===== config.mk =====
export PLATFORM = sky130hd
export DESIGN_NAME = xsp_unit
export DESIGN_NICKNAME = d
export VERILOG_FILES = /design/src/rtl/xsp_pkg.sv /design/src/rtl/xsp_stepper.sv /design/src/rtl/xsp_regif.sv /design/src/rtl/xsp_router.sv /design/src/rtl/xsp_unit.sv
export SDC_FILE = /design/constraint.sdc
export NUM_CORES = 1
export LEC_CHECK = 0
export BUFFER_PORTS_ARGS = -buffer_cell sky130_fd_sc_hd__buf_2
export CORE_UTILIZATION = 45
export CTS_CLUSTER_SIZE = 24
export DETAILED_ROUTE_END_ITERATION = 7
export PLACE_DENSITY = 0.75
export SLEW_MARGIN = 40
export SYNTH_ARGS = -nofsm -noshare
export SYNTH_HDL_FRONTEND = slang
export SYNTH_SLANG_ARGS = --single-unit

===== constraint.sdc =====
create_clock -name clk -period 2.45 [get_ports clk]
set_clock_uncertainty 0.05 [all_clocks]
set_input_delay 0.245 -clock clk [delete_from_list [all_inputs] [get_ports clk]]
set_output_delay 0.245 -clock clk [all_outputs]
set_load 0.005 [all_outputs]

===== src/rtl/xsp_pkg.sv =====
package xsp_pkg;

    localparam int SP_LO_W   = 8;
    localparam int SP_HI_W   = 3;
    localparam int SP_PTR_W  = SP_LO_W + SP_HI_W;
    localparam int SP_DATA_W = 8;

    typedef struct packed {
        logic               ext_en;
        logic [SP_HI_W-1:0] hi;
        logic [SP_LO_W-1:0] lo;
    } xsp_state_t;

    typedef enum logic [1:0] {
        OP_IDLE = 2'd0,
        OP_PUSH = 2'd1,
        OP_POP  = 2'd2,
        OP_REGW = 2'd3
    } xsp_op_e;

endpackage


===== src/rtl/xsp_stepper.sv =====
module xsp_stepper
    import xsp_pkg::*;
(
    input  logic [SP_PTR_W-1:0] ptr_i,
    input  logic                ext_en_i,
    input  logic                up_i,
    output logic [SP_PTR_W-1:0] ptr_o
);
    localparam int HI_W = SP_PTR_W - SP_LO_W;

    logic [SP_PTR_W-1:0] wide_step;
    logic [SP_LO_W-1:0]  narrow_step;

    always_comb begin
        wide_step   = up_i ? ptr_i + SP_PTR_W'(1) : ptr_i - SP_PTR_W'(1);
        narrow_step = up_i ? ptr_i[SP_LO_W-1:0] + SP_LO_W'(1)
                           : ptr_i[SP_LO_W-1:0] - SP_LO_W'(1);
        if (ext_en_i) begin
            ptr_o = wide_step;
        end else begin
            ptr_o = {{HI_W{1'b0}}, narrow_step};
        end
    end

endmodule


===== src/rtl/xsp_regif.sv =====
module xsp_regif
    import xsp_pkg::*;
#(
    parameter logic [SP_DATA_W-1:0] ADDR_LO    = 8'h81,
    parameter logic [SP_DATA_W-1:0] ADDR_HI    = 8'hB7,
    parameter logic [SP_DATA_W-1:0] ADDR_CFG   = 8'hAF,
    parameter int                   CFG_EN_BIT = 7
) (
    input  logic [SP_DATA_W-1:0] addr_i,
    input  xsp_state_t           st_i,
    output logic                 hit_lo_o,
    output logic                 hit_hi_o,
    output logic                 hit_cfg_o,
    output logic [SP_DATA_W-1:0] rdata_o
);
    localparam int PAD_W = SP_DATA_W - SP_HI_W;

    always_comb begin
        hit_lo_o  = (addr_i == ADDR_LO);
        hit_hi_o  = (addr_i == ADDR_HI);
        hit_cfg_o = (addr_i == ADDR_CFG);
        rdata_o   = '0;
        if (hit_lo_o) begin
            rdata_o = st_i.lo;
        end else if (hit_hi_o) begin
            rdata_o = st_i.ext_en ? {{PAD_W{1'b0}}, st_i.hi} : '0;
        end else if (hit_cfg_o) begin
            rdata_o[CFG_EN_BIT] = st_i.ext_en;
        end
    end

endmodule


===== src/rtl/xsp_router.sv =====
module xsp_router
    import xsp_pkg::*;
(
    input  logic                valid_i,
    input  logic [SP_PTR_W-1:0] addr_i,
    output logic                iram_sel_o,
    output logic                xram_sel_o
);
    logic upper_zero;

    always_comb begin
        upper_zero = (addr_i[SP_PTR_W-1:SP_LO_W] == '0);
        iram_sel_o = valid_i && upper_zero;
        xram_sel_o = valid_i && !upper_zero;
    end

endmodule


===== src/rtl/xsp_unit.sv =====
module xsp_unit
    import xsp_pkg::*;
#(
    parameter logic [SP_LO_W-1:0]   RST_LO     = 8'h07,
    parameter logic [SP_DATA_W-1:0] ADDR_LO    = 8'h81,
    parameter logic [SP_DATA_W-1:0] ADDR_HI    = 8'hB7,
    parameter logic [SP_DATA_W-1:0] ADDR_CFG   = 8'hAF,
    parameter int                   CFG_EN_BIT = 7
) (
    input  logic                 clk,
    input  logic                 rst_n,
    input  logic                 push_i,
    input  logic                 pop_i,
    input  logic                 reg_we_i,
    input  logic [SP_DATA_W-1:0] reg_addr_i,
    input  logic [SP_DATA_W-1:0] reg_wdata_i,
    output logic [SP_DATA_W-1:0] reg_rdata_o,
    output logic [SP_PTR_W-1:0]  stk_addr_o,
    output logic                 stk_wr_o,
    output logic                 iram_sel_o,
    output logic                 xram_sel_o
);
    localparam logic [SP_PTR_W-1:0] BORDER = SP_PTR_W'(1) << SP_LO_W;
    localparam logic [SP_LO_W-1:0]  LO_MAX = '1;

    xsp_state_t          st_q, st_d;
    xsp_op_e             op;
    logic [SP_PTR_W-1:0] ptr_eff;
    logic [SP_PTR_W-1:0] ptr_step;
    logic                hit_lo, hit_hi, hit_cfg;
    logic                acc_valid;

    always_comb begin
        if (reg_we_i)    op = OP_REGW;
        else if (push_i) op = OP_PUSH;
        else if (pop_i)  op = OP_POP;
        else             op = OP_IDLE;
        ptr_eff = {st_q.ext_en ? st_q.hi : {SP_HI_W{1'b0}}, st_q.lo};
    end

    xsp_stepper i_stepper (
        .ptr_i    (ptr_eff),
        .ext_en_i (st_q.ext_en),
        .up_i     (op == OP_PUSH),
        .ptr_o    (ptr_step)
    );

    xsp_regif #(
        .ADDR_LO    (ADDR_LO),
        .ADDR_HI    (ADDR_HI),
        .ADDR_CFG   (ADDR_CFG),
        .CFG_EN_BIT (CFG_EN_BIT)
    ) i_regif (
        .addr_i    (reg_addr_i),
        .st_i      (st_q),
        .hit_lo_o  (hit_lo),
        .hit_hi_o  (hit_hi),
        .hit_cfg_o (hit_cfg),
        .rdata_o   (reg_rdata_o)
    );

    always_comb begin
        st_d       = st_q;
        acc_valid  = (op == OP_PUSH) || (op == OP_POP);
        stk_wr_o   = (op == OP_PUSH);
        stk_addr_o = (op == OP_PUSH) ? ptr_step : ptr_eff;
        case (op)
            OP_REGW: begin
                if (hit_lo) st_d.lo = reg_wdata_i[SP_LO_W-1:0];
                if (hit_hi && st_q.ext_en) st_d.hi = reg_wdata_i[SP_HI_W-1:0];
                if (hit_cfg) st_d.ext_en = reg_wdata_i[CFG_EN_BIT];
            end
            OP_PUSH, OP_POP: begin
                st_d.lo = ptr_step[SP_LO_W-1:0];
                st_d.hi = ptr_step[SP_PTR_W-1:SP_LO_W];
            end
            default: ;
        endcase
    end

    xsp_router i_router (
        .valid_i    (acc_valid),
        .addr_i     (stk_addr_o),
        .iram_sel_o (iram_sel_o),
        .xram_sel_o (xram_sel_o)
    );

    always_ff @(posedge clk) begin
        if (!rst_n) begin
            st_q.ext_en <= 1'b0;
            st_q.hi     <= '0;
            st_q.lo     <= RST_LO;
        end else begin
            st_q <= st_d;
        end
    end

    AST_PUSH_STEP: assert property (@(posedge clk) disable iff (!rst_n)
        (push_i && !reg_we_i && st_q.ext_en) |=> (ptr_eff == $past(ptr_eff) + SP_PTR_W'(1)));

    AST_POP_STEP: assert property (@(posedge clk) disable iff (!rst_n)
        (pop_i && !push_i && !reg_we_i && st_q.ext_en) |=> (ptr_eff == $past(ptr_eff) - SP_PTR_W'(1)));

    AST_NARROW_WRAP: assert property (@(posedge clk) disable iff (!rst_n)
        (push_i && !reg_we_i && !st_q.ext_en && st_q.lo == LO_MAX) |=> (st_q.lo == '0 && st_q.hi == '0));

    AST_NARROW_IRAM: assert property (@(posedge clk) disable iff (!rst_n)
        !st_q.ext_en |-> !xram_sel_o);

    AST_HI_LOCKED: assert property (@(posedge clk) disable iff (!rst_n)
        (reg_we_i && reg_addr_i == ADDR_HI && !st_q.ext_en) |=> $stable(st_q.hi));

    AST_SEL_EXCLUSIVE: assert property (@(posedge clk) disable iff (!rst_n)
        $onehot0({iram_sel_o, xram_sel_o}));

    AST_XRAM_RANGE: assert property (@(posedge clk) disable iff (!rst_n)
        xram_sel_o |-> (stk_addr_o >= BORDER));

    AST_WRITE_WINS: assert property (@(posedge clk) disable iff (!rst_n)
        reg_we_i |-> (!iram_sel_o && !xram_sel_o));

endmodule


### Yosys cells after proc, flatten, opt, wreduce, memory -nomap -nowiden

Index checks and enable logic that the tools add are counted.
Widths: inputs -> output; s select.

| storage, ports and cells | value |
|---|---|
| logic and storage cells | 42 |
| register bits after elaboration | 12 |
| output and inout bits | 22 |

| operators by class | value |
|---|---|
| add/sub/neg operators | 4 |
| multiplexer cells | 16 |
| reductions and logical operators | 11 |
| equal/unequal tests | 8 |

Operator list:

| kind | number |
|---|---|
| $mux 11 | 3 |
| $eq 8x8->1 const B | 3 |
| $mux 8 | 3 |
| $pmux 11 s2 | 1 |
| $add 11x1->11 const B | 1 |
| $sub 11x1->11 const B | 1 |
| $mux 3 | 3 |
| $add 8x1->8 const B | 1 |
| $sub 8x1->8 const B | 1 |
| $mux 7 | 1 |
| $mux 2 | 3 |
| $reduce_and 2->1 | 3 |
| $eq 2x2->1 const B | 2 |
| $ne 2x2->1 const B | 2 |
| $logic_and 1x1->1 | 3 |
| $logic_not 3->1 | 1 |
| $eq 2x1->1 const B | 1 |
| $mux 1 | 2 |
| $reduce_bool 2->1 | 1 |
| $reduce_or 2->1 | 1 |
| $logic_not 1->1 | 1 |
| $logic_or 1x1->1 | 1 |

### Longest topological paths before layout

Gate-level depths: netlist (run 1).

| depth | value |
|---|---|
| depth after elaboration | 10 |
| gate-level depth with buffers | 12 |

### Modules after synthesis

From an unflattened synthesis (run 1), not the netlist that was laid out.

| second synthesis, totals | value |
|---|---|
| cells, all modules | 152 |
| area, all modules | 1,406.3 µm² |

Modules (own cells, without submodules):

| module | times used | seq. area each (µm²) | area each (µm²) | cells an instance |
|---|---|---|---|---|
| xsp_unit | 1 | 240.2 | 767.0 | 76 |
| xsp_stepper | 1 | 0.0 | 483.0 | 59 |
| xsp_regif | 1 | 0.0 | 132.6 | 15 |
| xsp_router | 1 | 0.0 | 23.8 | 2 |

### Worst setup path after synthesis (run 1)

OpenSTA, ideal clock, no wires.

| path | value |
|---|---|
| path type | input port to output port |
| from | input push_i |
| to | output iram_sel_o |
| stages on the path | 11 |
| setup slack | -80 ps |
| required time | 2,155 ps |
| arrival | 2,235 ps |
| cell sequence | nor2b_2 -> buf_6 -> inv_1 -> ha_1 -> o211ai_1 -> o211ai_1 -> nand2_1 -> o31ai_1 -> mux2i_1 -> a211oi_2 -> and2_1 |

| on the way | value |
|---|---|
| longest elaborated chain between the ends | 8 |
| elaborated cells on any way between the ends | 10 |
| those cells by class | eq/ne (2); mux (5); reduce/logical (3) |

Ends and longest elaborated chain:

| what | line | text |
|---|---|---|
| start: declaration | xsp_unit.sv:12 | `input logic push_i,` |
| $mux 2 * | xsp_unit.sv:35 | `else if (push_i) op = OP_PUSH;` |
| $mux 2 * | xsp_unit.sv:34 | `if (reg_we_i) op = OP_REGW;` |
| $eq 2x1->1 * | -- |  |
| named net stk_wr_o | xsp_unit.sv:19 | `output logic stk_wr_o,` |
| $mux 11 | xsp_stepper.sv:15 | `wide_step = up_i ? ptr_i + SP_PTR_W'(1) : ptr_i - SP_PTR_W'(1);` |
| $mux 11 | xsp_stepper.sv:18 | `if (ext_en_i) begin` |
| $mux 11 * | xsp_unit.sv:66 | `stk_addr_o = (op == OP_PUSH) ? ptr_step : ptr_eff;` |
| named net stk_addr_o[10] | xsp_unit.sv:18 | `output logic [SP_PTR_W-1:0] stk_addr_o,` |
| $logic_not 3->1 * | xsp_router.sv:12 | `upper_zero = (addr_i[SP_PTR_W-1:SP_LO_W] == '0);` |
| $logic_and 1x1->1 * | xsp_router.sv:13 | `iram_sel_o = valid_i && upper_zero;` |
| end: declaration | xsp_unit.sv:20 | `output logic iram_sel_o,` |

Mark *: on every way through the listed nets, which the timed path passes. The rest lies on a longest branch.

### Final worst setup path (run 1)

| path | value |
|---|---|
| from | register st_q, in the netlist ptr_eff[1] |
| to | register st_q[8] (netlist bit) |

| on the way | value |
|---|---|
| longest elaborated chain between the ends | 4 |
| elaborated cells on any way between the ends | 5 |
| those cells by class | add/sub (2); mux (3) |

Ends and longest elaborated chain:

| what | line | text |
|---|---|---|
| start: declaration | xsp_unit.sv:26 | `xsp_state_t st_q, st_d;` |
| start signal: assignment | xsp_unit.sv:94 | `st_q <= st_d;` |
| $sub 11x1->11 or $add 11x1->11 (tied branches) | xsp_stepper.sv:15 |  |
| $mux 11 * | xsp_stepper.sv:15 |  |
| $mux 11 * | xsp_stepper.sv:18 |  |
| $pmux 11 s2 * | xsp_unit.sv:67 | `case (op)` |

Every way passes the cells marked *; elsewhere a longest branch is shown, timed or not.
A chain may end at the register's enable or synchronous reset.

==> metrics, run 1 <==
Post-route DRC 1; worst r2r src ptr_eff[1]; Max Root-Sink Buffers 2; fmax 342 MHz; RSZ-0062 raised after global routing yes; asr flop ratio synth 0; Simple-Gate Fraction of Synth Area 0.243; Cells after Synth ~190; Synth area leader dfxtp_1; Initial Util 0.493; Max VDD drop approximately 0.35 mV; post-synthesis xor/xnor area fraction 0.0987; Vias/cell 6.48; DP Cell Count roughly 290; Period minus WS final between 2 and 3 ns; post-route ant nets 0; period utilisation layout 1.19; Hold Crit Depth 3; Synth Area in Adders 0.0871; via count 1989; Final nets around 300; dominant synthesized flop cell dfxtp_1; post-synthesis mux area share 0.0142; Syn Nets between 200 and 250; dominant cell by count in the synthesized netlist nand2_1; n_diodes 0; largest family of logic cells by synthesized area compound AO/OA/AOI/OAI gates; failing checks design-rule violations, negative setup slack; Max FO, Critical Path 3; Pwr per Cell Area around 520 mW/mm^2; Slew Viols, Final 0; cell leakage power around 1.1 nW; largest net degree at the start of global routing 15; number of synthesized register bits 12; Detail Route met3 WL 744 um; PortBufs 42; Num CTS Buffers 3; hold buffers post-CTS 0; Top Metal Used met4; Post-Syn Area 0.00141 sq mm; Wirelength per Cell 21.0 um; Mean Syn Cell Area 7.49 sq um; status finished, violations left; first-pass GRT wire length 8.39 mm; r2r endpoint st_q[8]; Area after DPL ~0.0018 sq mm; hpwl dp approximately 3.1 mm; worst endpoint required time between 2 and 3 ns; area fraction of the dominant cell type after synthesis 0.171; worst hold start reg_wdata_i[7]; layout cells sized above 1 0.504; Cell Rows 19; setup ws final -0.473 ns; Iteration-0 DRC Markers about 250; Pre-antenna DRT Iters 8; total negative setup slack -1.97 ns; die area ~0.0034 sq mm; synth unique cells between 40 and 50; H-tree depth 1; Setup-failing EPs final 7; CTS tree yes; design area 0.00226 sq mm; CTS Root Cell clkbuf_4; number of global-route vias before repair 1751; Worst EP arrival approximately 3 ns; Clock Pin Slew Worst Setup and Hold Paths 0.10 ns; synth warn 0; crit path launch type flop; Tightest Pin Transition between 0.5 and 0.6 ns; Tot GR Track Use 0.331; die width about 58 um; max cap viols 0; total clock sinks 12; cells on worst reg2reg path 16; Hold EP st_q[11]; Seq/Total Area, Yosys 0.171; Synth top cells by count nand2_1 (23), o21ai_0 (20), a21oi_1 (12), dfxtp_1 (12); WHS ~0.18 ns; flop-to-flop setup slack -0.47 ns; clk_lat worst skew roughly 0.30 ns; Critical Path Sink Type flop; Placer Congestion roughly 0.84; Crit Path Class flop to flop; WL met2 a little under 3 mm; final wirelength between 6 and 7 mm; Final Hold Viols 0; area growth from synthesis to layout 60.5%; post-synthesis compound-gate area fraction 0.310; global route total overflow 0; Top Ports 43; Synth area leaders dfxtp_1 (17%), ha_1 (8.0%), o21ai_0 (7.1%); Die Y around 58 um; max_slew headroom 0.604; total power draw about 1.2 mW; Core Box Area approximately 0.0029 sq mm; DRT met1 WL roughly 2.4 mm; hold crit path type input pin to flop; fin cells a little over 300; antenna violations before repair 0; EDFF count, synth 0
## timing repair
item / in CTS / in global routing
gates resized for setup: 31 / 17
pin swaps: 18 / 8
setup buffers: 18 / 5
setup endpoints to repair: 7 / 10
## sequential cells by signal, indices dropped and copies added (netlist names)
name	cells
ptr_eff	8
st_q	4
## layout by cell type (no fill, tap or decap), types with 3 or more instances in the layout
master    Yosys  routed
a21o_1        6       6
a21oi_1      12       9
a22o_1        3       3
a31oi_1       6       4
and2_1        7       6
and2_2        2       3
and3_1        3       3
buf_2         3      40
buf_4         0      49
buf_6         2       6
clkbuf_4      0       3
dfxtp_1      12       8
dfxtp_2       0       3
ha_4          0       6
inv_1         6       5
nand2_1      23      22
nand3_1       3       3
nand4_1       4       4
nor2_1        9       7
o211a_1       3       3
o211ai_1      5       5
o21ai_0      20      16
o21ai_1       0       4
xnor2_1       9       8
xor2_1        5       4
## critical path, stage by stage, from the launching register on
cell	delay, ns
dfxtp_2	0.35
xnor2_2	0.15
ha_2	0.23
o211ai_1	0.13
o211ai_1	0.21
buf_4	0.19
a31oi_4	0.09
buf_4	0.15
buf_4	0.12
buf_4	0.12
buf_4	0.12
buf_4	0.12
buf_4	0.12
buf_4	0.12
xnor2_1	0.14
a31oi_1	0.26
a21oi_1	0.11
## how the worst max path moves through the flow
stage | from | endpoint | slack (ns) | depth (start not counted)
global route | ptr_eff[3] | iram_sel_o | -0.55 | 10
finish | ptr_eff[1] | st_q[8] | -0.47 | 16
CTS | ptr_eff[1] | iram_sel_o | -0.23 | 10
global placement | push_i | iram_sel_o | -0.34 | 13
detailed placement | push_i | iram_sel_o | -0.34 | 13
floorplan | push_i | iram_sel_o | -0.08 | 11
## power breakdown
part | switching (mW) | total, mW | internal [mW] | leakage, nW
Clock | 0.0938 | 0.185 | 0.0907 | 0.0210
Sequential | 0.0227 | 0.237 | 0.214 | 0.0997
Combinational | 0.372 | 0.746 | 0.374 | 0.963
Total | 0.489 | 1.17 | 0.679 | 1.08
## kinds of logic after synthesis
kind of cell,after synthesis
DFF,12
xor gates and xnor gates,15
buffers and inverters,18
adders and majority gates,10
AOI/OAI and AO/OA,65
muxes,2
and+or+nand+nor,66
## through the flow
step | utilization | worst slack [ns]
after floorplan | - | -0.0800
after global placement | 0.646 | -0.340
after detailed placement | 0.646 | -0.341
after CTS | 0.757 | -0.234
after global routing | 0.792 | -0.550
final | 0.792 | -0.473
## metal layers
metal	vias up	track usage
li1	859	-
met1	893	0.423
met2	185	0.552
met3	52	0.0379
met4	0	0.160
met5	-	0
## cell type report
type	count	area (sq um)
timing repair buffer	95	636
sequential	12	248
clock buffer	4	36.3
multi-input combinational	158	1270
tap	31	38.8
fill	184	593
inverter	7	33.8
(Power assumes the default switching activity.)
==> inputs of run 2 (changes only) <==
--- a/config.mk
+++ b/config.mk
@@ -11,3 +11,5 @@
 export DETAILED_ROUTE_END_ITERATION = 7
+export HOLD_SLACK_MARGIN = 0.15
 export PLACE_DENSITY = 0.75
+export SKIP_CTS_REPAIR_TIMING = 1
 export SLEW_MARGIN = 40
==> constraint.sdc (replaced) <==
create_clock -name clk -period 2.45 [get_ports clk]
set_clock_uncertainty 0.05 [all_clocks]
set_input_delay 0.735 -clock clk [delete_from_list [all_inputs] [get_ports clk]]
set_output_delay 0.735 -clock clk [all_outputs]
set_load 0.005 [all_outputs]
==> metrics, run 2 (synthesis gave the netlist of run 1 again) <==
max cap viols 0 (unchanged); Core Box Area 0.00285 sq mm (unchanged); Period minus WS final 3.77 ns (was 2.92 ns); via count 2052 (was 1989); area growth from synthesis to layout 75.2% (was 60.5%); cell leakage power 1.16 nW (was 1.08 nW); status finished, violations left (unchanged); Critical Path Sink Type primary output (was flop); Tot GR Track Use 0.285 (was 0.331); Max VDD drop 0.468 mV (was 0.353 mV); Vias/cell 6.47 (was 6.48); worst r2r src ptr_eff[1] (unchanged); Critical Path Sink iram_sel_o (was st_q[8]); worst endpoint required time 1.66 ns (was 2.59 ns); CTS Root Cell clkbuf_4 (unchanged); H-tree depth 1 (unchanged); WHS 0.621 ns (was 0.183 ns); Max FO, Critical Path 7 (was 3); max_slew headroom 0.747 (was 0.604); Crit Path Class input pin to primary output (was flop to flop); Setup-failing EPs final 21 (was 7); Iteration-0 DRC Markers 269 (was 251); die area 0.00336 sq mm (unchanged); Die Y 57.9 um (unchanged); fmax 265 MHz (was 342 MHz); total power draw 1.13 mW (was 1.17 mW); Final nets 318 (was 307); CTS tree yes (unchanged); antenna violations before repair 0 (unchanged); PortBufs 42 (unchanged); flop-to-flop setup slack 0.19 ns (was -0.47 ns); setup ws final -1.32 ns (was -0.473 ns); Pwr per Cell Area 460 mW/mm^2 (was 517 mW/mm^2); r2r endpoint st_q[9] (was st_q[8]); die width 57.9 um (unchanged); final wirelength 6.58 mm (was 6.46 mm); cells on worst reg2reg path 7 (was 16); DP Cell Count 309 (was 285); Placer Congestion 0.902 (was 0.842); Clock Pin Slew Worst Setup and Hold Paths 0.08 ns (was 0.10 ns); fin cells 317 (was 307); clk_lat worst skew 0.28 ns (was 0.30 ns); crit path launch type input pin (was flop); Area after DPL 0.00204 sq mm (was 0.00184 sq mm); design area 0.00247 sq mm (was 0.00226 sq mm); Top Usage Layer GRT met2 (unchanged); Tightest Pin Transition 0.378 ns (was 0.594 ns); global route total overflow 0 (unchanged); Top Ports 43 (unchanged); post-route ant nets 0 (unchanged); failing checks design-rule violations, negative setup slack (unchanged); Final Hold Viols 0 (unchanged); Post-route DRC 2 (was 1); Pre-antenna DRT Iters 7 (was 8); hold crit path type flop to flop (was input pin to flop); total negative setup slack -12.12 ns (was -1.97 ns); grt met2 use 0.463 (was 0.552); met3 Track Usage GR 0.0357 (was 0.0379); hpwl dp 3.60 mm (was 3.15 mm); Worst EP arrival 2.98 ns (was 3.06 ns); most frequent cells in the layout buf_4 (60), buf_2 (32), nand2_1 (23) (was buf_4 (49), buf_2 (40), nand2_1 (22)); pre-CTS setup slack -1.28 ns (was -0.341 ns); layout cells sized above 1 0.545 (was 0.504); Wirelength per Cell 20.8 um (was 21.0 um); Num CTS Buffers 3 (unchanged); period utilisation layout 1.54 (was 1.19); Critical Path Start push_i (was ptr_eff[1]); Slew Viols, Final 0 (unchanged); Initial Util 0.493 (unchanged); Max Root-Sink Buffers 2 (unchanged); first-pass GRT wire length 7.42 mm (was 8.39 mm); Cell Rows 19 (unchanged); met1 GRT Util 0.401 (was 0.423); n_diodes 0 (unchanged); RSZ-0062 raised after global routing yes (unchanged); largest net degree at the start of global routing 18 (was 15); Largest register FFs 8 (unchanged); commonest non-fill, non-tap cell in the layout buf_4 (unchanged); Layout Utilization 0.864 (was 0.792); total clock sinks 12 (unchanged); number of global-route vias before repair 1627 (was 1751)
run 2: cell count changes in the layout (fill, tap and decap cells not counted), sizes merged:
| cell | before | now |
|---|---|---|
| buf | 95 | 106 |
| clkbuf | 4 | 3 |
run 2: how the worst min path moves through the flow:
stage,cells after the start,slack [ns],from,end
final,3,0.62,st_q[8],st_q[8]
after global routing,3,0.66,ptr_eff[2],ptr_eff[2]
after CTS,3,0.56,ptr_eff[2],ptr_eff[2]
after detailed placement,3,0.54,ptr_eff[2],ptr_eff[2]
after global placement,3,0.54,ptr_eff[2],ptr_eff[2]
after floorplan,2,0.44,ptr_eff[2],ptr_eff[2]
run 2: per-layer routing:
layer	up-vias	wire, um
li1	888	-
met1	942	2490
met2	171	3070
met3	51	708
met4	0	308
met5	-	0
run 2: area by class of cell:
class | instances | area [sq um]
Timing Repair Buffer | 106 | 776
Sequential cell | 12 | 240
Tap cell | 31 | 38.8
Multi-Input combinational cell | 158 | 1360
Fill cell | 160 | 387
Inverter | 7 | 33.8
Clock buffer | 3 | 22.5
run 2: power by group:
group,switching [mW],total (mW),internal [mW],leakage (nW)
Combinational,0.380,0.768,0.387,1.05
Clock,0.0739,0.131,0.0572,0.0138
Sequential,0.0225,0.236,0.213,0.0986
Total,0.477,1.13,0.658,1.16
run 2: critical path: stages:
cell and delay [ns]:
buf_6 0.07, nor2b_4 0.18, buf_6 0.14, buf_4 0.19, inv_6 0.07, ha_1 0.40, nand3_1 0.16, o31ai_2 0.28
mux2i_1 0.36, a211oi_2 0.08, and2_1 0.16, buf_2 0.14
